[config.mk]
export PLATFORM = sky130hd
export DESIGN_NAME = dma_result_reporter
export DESIGN_NICKNAME = d
export VERILOG_FILES = /design/src/rtl/dma_rr_pkg.sv /design/src/rtl/dma_rr_slot.sv /design/src/rtl/dma_rr_regif.sv /design/src/rtl/dma_rr_irq.sv /design/src/rtl/dma_result_reporter.sv
export SDC_FILE = /design/constraint.sdc
export NUM_CORES = 1
export LEC_CHECK = 0
export ABC_AREA = 1
export BUFFER_PORTS_ARGS = -buffer_cell sky130_fd_sc_hd__buf_4
export CAP_MARGIN = 20
export CORE_ASPECT_RATIO = 1.5
export CORE_MARGIN = 1
export CORE_UTILIZATION = 28
export CTS_BUF_LIST = sky130_fd_sc_hd__clkbuf_8 sky130_fd_sc_hd__clkbuf_16
export DETAILED_ROUTE_END_ITERATION = 10
export PLACE_DENSITY = 0.47
export SLEW_MARGIN = 20
export SYNTH_ARGS = -nofsm -noshare
export SYNTH_HDL_FRONTEND = slang
export SYNTH_SLANG_ARGS = --single-unit
[constraint.sdc]
create_clock -name clk -period 1.65 [get_ports clk]
set_input_delay 0.0825 -clock clk [delete_from_list [all_inputs] [get_ports clk]]
set_output_delay 0.0825 -clock clk [all_outputs]
set_load 0.005 [all_outputs]
[src/rtl/dma_rr_pkg.sv]
package dma_rr_pkg;
  localparam int RES_W     = 32;
  localparam int GRP_W     = 3;
  localparam int BIT_VALID = 31;
  localparam int BIT_ERR   = 3;
  localparam int BIT_FLUSH = 2;
  localparam int BIT_DONE  = 1;
  localparam int BIT_AVAIL = 1;
  localparam int CFG_IE    = 0;
  localparam int CFG_FR    = 1;

  typedef enum logic [GRP_W-1:0] {
    GRP_RESULT = 3'd0,
    GRP_STATUS = 3'd1,
    GRP_CFG    = 3'd2,
    GRP_FLUSH  = 3'd3,
    GRP_IRQVEC = 3'd4
  } grp_e;

  typedef struct packed {
    logic err;
    logic flush;
    logic done;
  } cause_t;

  function automatic logic [RES_W-1:0] encode_result(input logic vld, input cause_t c);
    logic [RES_W-1:0] w;
    w = '0;
    w[BIT_VALID] = vld;
    w[BIT_ERR]   = vld & c.err;
    w[BIT_FLUSH] = vld & c.flush;
    w[BIT_DONE]  = vld & c.done;
    return w;
  endfunction
endpackage

[src/rtl/dma_rr_slot.sv]
module dma_rr_slot
  import dma_rr_pkg::*;
#(
  parameter int DEPTH = 2
) (
  input  logic   clk,
  input  logic   rst_n,
  input  logic   push,
  input  cause_t push_cause,
  input  logic   pop,
  output logic   head_valid,
  output cause_t head_cause
);
  cause_t mem_q [DEPTH];
  cause_t mem_sh[DEPTH];
  cause_t mem_d [DEPTH];
  logic [DEPTH-1:0] vld_q, vld_sh, vld_d;
  logic placed;

  // shift out the head on a pop, then place a new entry at the first free slot
  always_comb begin
    mem_sh = mem_q;
    vld_sh = vld_q;
    if (pop && vld_q[0]) begin
      for (int i = 0; i < DEPTH-1; i++) mem_sh[i] = mem_q[i+1];
      mem_sh[DEPTH-1] = '0;
      vld_sh = vld_q >> 1;
    end
    mem_d  = mem_sh;
    vld_d  = vld_sh;
    placed = 1'b0;
    if (push) begin
      for (int i = 0; i < DEPTH; i++) begin
        if (!placed && !vld_sh[i]) begin
          mem_d[i] = push_cause;
          vld_d[i] = 1'b1;
          placed   = 1'b1;
        end
      end
    end
  end

  always_ff @(posedge clk) begin
    if (!rst_n) begin
      vld_q <= '0;
      for (int i = 0; i < DEPTH; i++) mem_q[i] <= '0;
    end else begin
      vld_q <= vld_d;
      for (int i = 0; i < DEPTH; i++) mem_q[i] <= mem_d[i];
    end
  end

  assign head_valid = vld_q[0];
  assign head_cause = mem_q[0];
endmodule

[src/rtl/dma_rr_regif.sv]
module dma_rr_regif
  import dma_rr_pkg::*;
#(
  parameter int NUM_CH = 16,
  parameter int CH_W   = 4,
  parameter int ADDR_W = CH_W + GRP_W
) (
  input  logic                          clk,
  input  logic                          rst_n,
  input  logic                          wr_en,
  input  logic                          rd_en,
  input  logic [ADDR_W-1:0]             addr,
  input  logic [RES_W-1:0]              wdata,
  input  logic [NUM_CH-1:0]             head_valid,
  input  logic [NUM_CH-1:0][RES_W-1:0]  head_word,
  output logic [NUM_CH-1:0]             cfg_ie,
  output logic [NUM_CH-1:0]             cfg_fr,
  output logic [NUM_CH-1:0]             pop,
  output logic [NUM_CH-1:0]             flush_req,
  output logic                          rvalid,
  output logic [RES_W-1:0]              rdata
);
  grp_e            grp;
  logic [CH_W-1:0] ch;
  logic            ch_ok;
  logic [RES_W-1:0] rd_mux;
  logic            unused_wdata_hi;

  assign grp   = grp_e'(addr[ADDR_W-1:CH_W]);
  assign ch    = addr[CH_W-1:0];
  assign ch_ok = ({1'b0, ch} < (CH_W+1)'(NUM_CH));
  assign unused_wdata_hi = ^wdata[RES_W-1:2];

  for (genvar c = 0; c < NUM_CH; c++) begin : g_ch
    logic hit;
    assign hit          = ch_ok && (ch == CH_W'(c));
    assign pop[c]       = rd_en && (grp == GRP_RESULT) && hit && head_valid[c];
    assign flush_req[c] = wr_en && (grp == GRP_FLUSH) && hit;

    always_ff @(posedge clk) begin
      if (!rst_n) begin
        cfg_ie[c] <= 1'b0;
        cfg_fr[c] <= 1'b0;
      end else if (wr_en && (grp == GRP_CFG) && hit) begin
        cfg_ie[c] <= wdata[CFG_IE];
        cfg_fr[c] <= wdata[CFG_FR];
      end
    end
  end

  always_comb begin
    rd_mux = '0;
    case (grp)
      GRP_RESULT: if (ch_ok) rd_mux = head_word[ch];
      GRP_STATUS: if (ch_ok) rd_mux[BIT_AVAIL] = head_valid[ch];
      GRP_CFG: if (ch_ok) begin
        rd_mux[CFG_IE] = cfg_ie[ch];
        rd_mux[CFG_FR] = cfg_fr[ch];
      end
      GRP_IRQVEC: rd_mux[NUM_CH-1:0] = head_valid;
      default: rd_mux = '0;
    endcase
  end

  always_ff @(posedge clk) begin
    if (!rst_n) begin
      rvalid <= 1'b0;
      rdata  <= '0;
    end else begin
      rvalid <= rd_en;
      rdata  <= rd_en ? rd_mux : '0;
    end
  end
endmodule

[src/rtl/dma_rr_irq.sv]
module dma_rr_irq #(
  parameter int NUM_CH = 16
) (
  input  logic [NUM_CH-1:0] avail,
  input  logic [NUM_CH-1:0] enable,
  output logic              irq
);
  assign irq = |(avail & enable);
endmodule

[src/rtl/dma_result_reporter.sv]
module dma_result_reporter
  import dma_rr_pkg::*;
#(
  parameter int NUM_CH     = 16,
  parameter int HOLD_DEPTH = 2,
  localparam int CH_W      = (NUM_CH > 1) ? $clog2(NUM_CH) : 1,
  localparam int ADDR_W    = CH_W + GRP_W
) (
  input  logic              clk,
  input  logic              rst_n,
  input  logic [NUM_CH-1:0] ch_done,
  input  logic [NUM_CH-1:0] ch_err,
  input  logic [NUM_CH-1:0] ch_busy,
  input  logic              reg_wr_en,
  input  logic              reg_rd_en,
  input  logic [ADDR_W-1:0] reg_addr,
  input  logic [RES_W-1:0]  reg_wdata,
  output logic              reg_rvalid,
  output logic [RES_W-1:0]  reg_rdata,
  output logic [NUM_CH-1:0] flush_abort,
  output logic              irq
);
  logic [NUM_CH-1:0]            head_valid;
  logic [NUM_CH-1:0][RES_W-1:0] head_word;
  logic [NUM_CH-1:0]            cfg_ie, cfg_fr, pop, flush_req, flush_hit;

  dma_rr_regif #(.NUM_CH(NUM_CH), .CH_W(CH_W), .ADDR_W(ADDR_W)) regif_i (
    .clk(clk), .rst_n(rst_n), .wr_en(reg_wr_en), .rd_en(reg_rd_en),
    .addr(reg_addr), .wdata(reg_wdata), .head_valid(head_valid),
    .head_word(head_word), .cfg_ie(cfg_ie), .cfg_fr(cfg_fr), .pop(pop),
    .flush_req(flush_req), .rvalid(reg_rvalid), .rdata(reg_rdata)
  );

  for (genvar c = 0; c < NUM_CH; c++) begin : g_chan
    logic   push;
    cause_t cause, head_cause;

    // a flush on a busy channel overrides any completion seen in that cycle
    assign flush_hit[c] = flush_req[c] & ch_busy[c];
    always_comb begin
      if (flush_hit[c]) begin
        push  = cfg_fr[c];
        cause = '{err: 1'b0, flush: 1'b1, done: 1'b0};
      end else begin
        push  = ch_done[c] | ch_err[c];
        cause = '{err: ch_err[c], flush: 1'b0, done: ch_done[c]};
      end
    end

    dma_rr_slot #(.DEPTH(HOLD_DEPTH)) slot_i (
      .clk(clk), .rst_n(rst_n), .push(push), .push_cause(cause),
      .pop(pop[c]), .head_valid(head_valid[c]), .head_cause(head_cause)
    );

    assign head_word[c] = encode_result(head_valid[c], head_cause);
  end

  always_ff @(posedge clk) begin
    if (!rst_n) flush_abort <= '0;
    else        flush_abort <= flush_hit;
  end

  dma_rr_irq #(.NUM_CH(NUM_CH)) irq_i (
    .avail(head_valid), .enable(cfg_ie), .irq(irq)
  );
endmodule

==> results of run 1 <==
## cell usage after synthesis, types with 3 or more instances
master    instances
nor2_1          277
nand3_1         135
a21oi_1          78
nor2_4            3
buf_2             4
nor3_1           16
clkbuf_1         33
a221oi_1          4
nor2_2           28
o21ai_1          20
buf_4            18
inv_1           176
a31oi_1           4
nand3_2           5
dfxtp_1         194
inv_2            18
o21ai_0          90
nand4_1          20
nand2_1         466
clkinv_1          3
nor3b_1           3
## routing by layer
layer / vias up / part of all wire [%] / track usage (%) / wire [um]
met5: - / 0 / 0 / 0
met4: 0 / 3.3 / 8.39 / 1120
met3: 58 / 3.7 / 2.77 / 1260
met2: 217 / 53 / 37.1 / 18200
met1: 4881 / 40 / 21.2 / 13800
li1: 5631 / - / - / -
## worst register-to-register path, cell delays in order, from the launching register on
cell and delay [ns]:
dfxtp_4 0.35, buf_4 0.15, nand2_1 0.08, nand3_1 0.11
nand3_1 0.14, nand2_1 0.06, o21ai_0 0.17, nand2_1 0.09
nor2_2 0.14, buf_4 0.14, nor2_1 0.04
## power by group through the flow
stage	Clock, mW	Combinational [mW]	Sequential, mW
final	4.60	1.78	5.10
after global routing	4.91	2.02	5.13
after CTS	4.74	1.79	5.10
after detailed placement	0	1.68	5.22
after global placement	0	1.68	5.22
after floorplan	0	1.04	5.14
## worst paths after layout
check,startpoint,endpoint,slack [ns],cells after the start
max,g_chan[7].slot_i.vld_q[0],irq,-0.03,5
min,ch_done[3],g_chan[3].slot_i.mem_q[0],0.02,5
max reg2reg,g_chan[3].slot_i.vld_q[0],regif_i.rdata[1],0.06,10
min reg2reg,regif_i.cfg_fr[14],regif_i.cfg_fr[14],0.49,2
## sequential cells by signal, summed over array words and instances, names as in the netlist
register,flops
g_chan.slot_i.vld_q,32
regif_i.rdata,17
regif_i.cfg_ie,16
g_chan.slot_i.mem_q,48
flush_abort,16
regif_i.cfg_fr,16
g_chan.slot_i.head_cause,48
regif_i.rvalid,1
## layout by cell type (no fill, tap or decap), types with 4 or more instances in the layout
cell / count
nand3_1: 133
dfxtp_1: 180
conb_1: 15
o21ai_2: 4
dfxtp_4: 6
nor2_1: 276
nand4_1: 20
nand2_1: 464
buf_4: 259
nand3_2: 7
clkbuf_16: 17
a221oi_2: 4
nor2_2: 29
nor3_1: 16
dfxtp_2: 8
a21oi_1: 78
inv_2: 22
inv_1: 173
o21ai_0: 85
a31oi_1: 4
o21ai_1: 22
dlygate4sd3_1: 31
bufinv_16: 5
buf_12: 5
## cells by family (layout without fill, tap and decap cells)
group           after synthesis  count (layout)  synth area share (%)
compound gates              210             210                  11.0
buf+inv                     255             522                  10.3
flops                       194             194                  38.6
other cells                   1              16                0.0373
simple gates                961             961                  40.0
## through the flow
stage | area [um^2] | utilization (%) | setup TNS [ns] | std cells | hold WS (ns)
detailed placement | 12400 | 35.2 | -3.95 | 2306 | 0.347
global placement | 12400 | 35.2 | -2.23 | 2306 | 0.354
global route | 13500 | 38.3 | -0.130 | 2375 | 0.0338
floorplan | 10100 | - | 0 | 1635 | 0.219
finish | 13500 | 38.3 | -0.0335 | 2376 | 0.0197
CTS | 13500 | 38.2 | -0.0424 | 2375 | 0.000327
## timing repair
action                                 CTS  global route
setup endpoints to repair                1             3
gates resized for setup                 29            12
endpoints found under the hold margin   45             0
buffers inserted                         8             0
hold buffers                            31             0
pin swaps                                4             3
## layout make-up
type / instances / area, um^2
Clock buffer: 17 / 425
Fill cell: 3783 / 21700
Sequential cell: 194 / 3920
Clock inverter: 13 / 211
Antenna cell: 1 / 2.50
Timing Repair Buffer: 295 / 2350
Tap cell: 473 / 592
Multi-Input combinational cell: 1186 / 5240
Inverter: 197 / 739
==> impl_metrics.csv, run 1 <==
group,metric,value,unit
drt,drc_errors,0,
drt,drt_iter0_drc,520,
min_path,hold_path.class,"in2reg",
yosys,async_flop_share,0,%
global_routing,grt-ovfl-total,0,
pwr,seqPwrFrac,44.4,%
cts,root_buffer,"clkbuf_16",
die,die_x,157,um
setup_path,cp_max_fo,2,
pwr,p_leak,6.45,nW
sta,rsz0062_at_grt,"yes",
cts,clk_path_buf_depth,2,
yosys,synth_top_area_cell,"dfxtp_1",
global_routing,grt_pass1_wl,54100,um
sta,fin_ws,-0.0335,ns
global_routing,grt_use_total,19.5,%
yosys,synth_area,0.0101,mm^2
die,die_h,234,um
yosys,synth_edf_count,0,
pwr,p_int,8.35,mW
sta,final-hold-violation-count,0,
pwr,vdd_drop_max,0.599,mV
layout,finalNetCount,1982,
setup_path,cp.required,1.57,ns
yosys,synthCells,1621,
yosys,synth_area_leaders,"dfxtp_1 (39%), nand2_1 (17%), nor2_1 (10%)",
yosys,synth_top_cell_area_share,38.6,%
placed_design,dp_slack,-0.108,ns
sta,fin_crit,1.68,ns
placed_design,dp_hpwl,26500,um
die,core_area,0.0352,mm^2
pwr,p_sw_share,27.3,%
drt,dr.pass1.iters,5,
global_routing,grt_max_degree,79,
sta,max_freq,594,MHz
setup_path,crit_family,"flip-flops",
cts,cts-htree-levels,4,
yosys,synth_seq_cells,194,
setup_path,critical_path_class,"reg2out",
yosys,synth_warnings,0,
drt,antenna_left,0,
layout,drive_gt1_share,20.3,%
pwr,clock_power_share,40.1,%
pwr,power.combinational.fraction,15.5,%
die,rows,84,
die,die_area,0.0367,mm^2
die,boundaryPins,141,
setup_path,end_kind,"output port",
cts,numCtsBuffers,17,
pwr,power,11.5,mW
cts,clock_latency,0.46,ns
drt,vias_per_cell,4.54,
sta,finalSetupViolations,1,
run_status,violations,"negative setup slack",
sta,finClkSkew,0.0111,ns
sta,timing.final.crit_share,102,%
setup_path,max_stage_delay,0.36,ns
drt,num_vias,10800,
yosys,synth-seq-area-share,38.6,%
pwr,power_density,852,mW/mm^2
die,initial_core_util,28.6,%
setup_path,cp-start-kind,"flip-flop",
yosys,syn_avg_cell_area,6.20,um^2
cts,cts_sinks,194,
global_routing,first_global_vias,10500,
layout,area.growth.synth_to_final,34.1,%
global_routing,grt_antenna_before_repair,1,
run,drv_cap,0,
sta,drv_slew,0,
setup_path,cp.arrival,1.60,ns
drt,wirelength,34400,um
setup_path,critPathBufInv,2,
drt,wl_per_cell,14.5,um
yosys,synth_top_flop_cell,"dfxtp_1",
pwr,p_switching,3.13,mW
setup_path,critical_path.cell_chain,"inv_2 -> o21ai_2 -> a221oi_2 -> nand4_1 -> buf_4",
yosys,synthDistinctLibCells,40,
placed_design,gp_congestion,0.895,
placed_design,port_buffers,95,
cts,cts_tree,"done",
cts,cts.clk_slew.worst_paths,0.07,ns
run_status,status,"finished, violations left",
setup_path,cp_slowest_cell,"dfxtp_4",
Power figures use the tool's default switching activity.
==> inputs of run 2 (changes only) <==
--- a/config.mk
+++ b/config.mk
@@ -13,7 +13,7 @@
 export CORE_UTILIZATION = 28
 export CTS_BUF_LIST = sky130_fd_sc_hd__clkbuf_8 sky130_fd_sc_hd__clkbuf_16
 export DETAILED_ROUTE_END_ITERATION = 10
-export PLACE_DENSITY = 0.47
+export PLACE_DENSITY = 0.41
 export SLEW_MARGIN = 20
 export SYNTH_ARGS = -nofsm -noshare
 export SYNTH_HDL_FRONTEND = slang
==> run 2 against run 1 <==
  * The flow still finishes with violations (negative setup slack)
  * Routed wire length is 3.2% higher
  * Global-route usage increased by 0.46 points
  * Sequential power about the same
  * Register-to-register slack lost 0.02 ns
  * Clock power shrank 4.6%
  * Via count is 0.26% higher
  * Combinational power about the same
  * Design area is 0.38% higher
  * Die area stayed put
==> impl_metrics.csv, run 2 (synthesis gave the netlist of run 1 again) <==
group,metric,value,unit
run_status,status,"finished, violations left",
run_status,violations,"negative setup slack",
global_routing,grt_pass1_wl,54700,um
pwr,p_switching,3.19,mW
global_routing,use_met3,2.33,%
pwr,p_leak,6.48,nW
global_routing,grt-ovfl-total,0,
drt,drc_errors,0,
min_path,holdCritStartpoint,"ch_done[9]",
min_path,worstHoldPathCells,5,
die,initial_core_util,28.6,%
layout,final_common_cell,"nand2_1",
setup_path,critPathBufInv,3,
setup_path,cp.required,1.57,ns
drt,num_vias,10800,
cts,numCtsBuffers,17,
run,drv_cap,0,
global_routing,first_global_vias,10300,
cts,clk_path_buf_depth,2,
cts,root_buffer,"clkbuf_16",
drt,wl_per_cell,14.9,um
global_routing,grt_max_degree,83,
pwr,power_density,834,mW/mm^2
placed_design,numPlacedInstances,2318,
cts,cts_sinks,194,
sta,max_freq,596,MHz
die,die_x,157,um
setup_path,cp-start-kind,"flip-flop",
sta,finalSetupViolations,1,
sta,rsz0062_at_grt,"yes",
pwr,p_sw_share,28.3,%
drt,antenna_left,0,
min_path,min_to,"g_chan[9].slot_i.mem_q[0]",
sta,drv_slew,0,
pwr,clock_power_share,38.9,%
sta,finClkSkew,0.0139,ns
setup_path,max_stage_delay,0.35,ns
setup_path,end_kind,"output port",
layout,diodes,0,
die,die_area,0.0367,mm^2
min_path,hold_path.class,"in2reg",
pwr,vdd_drop_max,0.546,mV
sta,final-hold-violation-count,0,
placed_design,dp_hpwl,27200,um
layout,multi_input_area,0.00525,mm^2
layout,area.growth.synth_to_final,34.6,%
placed_design,placed_area,0.0125,mm^2
placed_design,gp_congestion,0.868,
global_routing,grt.met2_usage,39.0,%
setup_path,r2r_cells,10,
setup_path,cp_slowest_cell,"dfxtp_4",
setup_path,crit_family,"buffers and inverters",
global_routing,top_usage_layer,"met2",
sta,fin_ws,-0.0289,ns
layout,design_area,0.0135,mm^2
die,rows,84,
layout,layout_common_cells,"nand2_1 (463), nor2_1 (276), buf_4 (269)",
layout,fillers,3844,
setup_path,cp_common_cell,"buf_4",
setup_path,reg2reg_to,"regif_i.rdata[1]",
setup_path,cp_max_fo,2,
die,die_h,234,um
sta,fin_crit,1.68,ns
setup_path,critical_path.cell_chain,"inv_2 -> o21ai_2 -> a221oi_2 -> buf_4 -> nand4_1 -> buf_4",
setup_path,cp.arrival,1.60,ns
setup_path,r2r-start,"g_chan[7].slot_i.vld_q[0]",
placed_design,port_buffers,95,
drt,wirelength,35500,um
layout,layout.area.seq,0.00392,mm^2
drt,dr.pass1.iters,5,
placed_design,dp_slack,-0.111,ns
cts,cts.clk_slew.worst_paths,0.07,ns
cts,clock_latency,0.47,ns
global_routing,grt_use_total,20.0,%
die,core_area,0.0352,mm^2
global_routing,grt_antenna_before_repair,0,
drt,vias_per_cell,4.53,
pwr,seqPwrFrac,45.1,%
layout,finalNetCount,1992,
pwr,p_int,8.09,mW
drt,drt_iter0_drc,466,
setup_path,critical_path_class,"reg2out",
cts,cts-htree-levels,4,
die,boundaryPins,141,
pwr,power.combinational.fraction,16.0,%
sta,timing.final.crit_share,102,%
setup_path,r2r_slack,0.04,ns
layout,stdcell_count,2386,
layout,drive_gt1_share,20.9,%
cts,cts_tree,"done",
global_routing,grt_use_met1,21.3,%
## run 2: cell count changes in the layout (fill, tap and decap cells not counted), moves of 2 or more
cell           before  now
clkinv_4            2    0
buf_4             259  269
bufinv_16           5    3
clkinvlp_4          3    6
dlygate4sd3_1      31   29
## run 2: tightest hold or removal path, cell delays in order
cell	delay (ns)
buf_4	0.09
nand2_1	0.04
inv_1	0.07
o21bai_1	0.07
nor2_1	0.07
## run 2: power groups by stage
| stage | registers [mW] | clock network [mW] | logic, mW |
|---|---|---|---|
| after floorplan | 5.14 | 0 | 1.04 |
| after global placement | 5.22 | 0 | 1.71 |
| after detailed placement | 5.22 | 0 | 1.71 |
| after CTS | 5.09 | 4.52 | 1.82 |
| after global routing | 5.12 | 4.68 | 2.04 |
| final | 5.09 | 4.39 | 1.80 |
## run 2: repair_timing
item	4_1_cts	5_1_grt
resized for setup	30	13
pin swaps	2	4
setup buffers	7	1
endpoints found under the hold margin	43	0
endpoints found under the setup margin	1	3
hold buffers	29	0
## run 2: how the worst max path moves through the flow
stage                                    startpoint                         endpoint  slack (ns)  cells after the start
after global placement                  reg_addr[3]   g_chan[3].slot_i.head_cause[1]       -0.13                     13
after CTS                 g_chan[6].slot_i.vld_q[0]                              irq       -0.05                      6
after global routing      g_chan[6].slot_i.vld_q[0]                              irq       -0.09                      6
final                     g_chan[7].slot_i.vld_q[0]                              irq       -0.03                      6
after detailed placement                reg_addr[0]  g_chan[14].slot_i.head_cause[1]       -0.11                      9
after floorplan                         reg_addr[6]        g_chan[9].slot_i.mem_q[0]        0.28                     11
## run 2: layout make-up
type / instances / area share [%]
Clock buffer: 18 / 3.24
Clock inverter: 13 / 1.19
Tap cell: 473 / 4.37
Timing Repair Buffer: 305 / 18.0
Sequential cell: 194 / 28.9
Multi-Input combinational cell: 1186 / 38.8
Inverter: 197 / 5.48
## run 2: layer usage
metal  routed length (um)  up-vias
li1                     -     5644
met5                    0        -
met4                  906        0
met1                14300     4957
met2                19400      173
met3                  891       41
## run 2: stage by stage
stage	hold WS [ns]	utilization, %	TNS (ns)	total power, mW
6_report	0.00377	38.4	-0.0289	11.3
5_1_grt	0.0243	38.4	-0.0913	11.8
4_1_cts	0.00128	38.3	-0.0539	11.4
3_5_place_dp	0.347	35.5	-2.36	6.93
3_3_place_gp	0.354	35.5	-1.81	6.93
2_1_floorplan	0.219	-	0	6.17
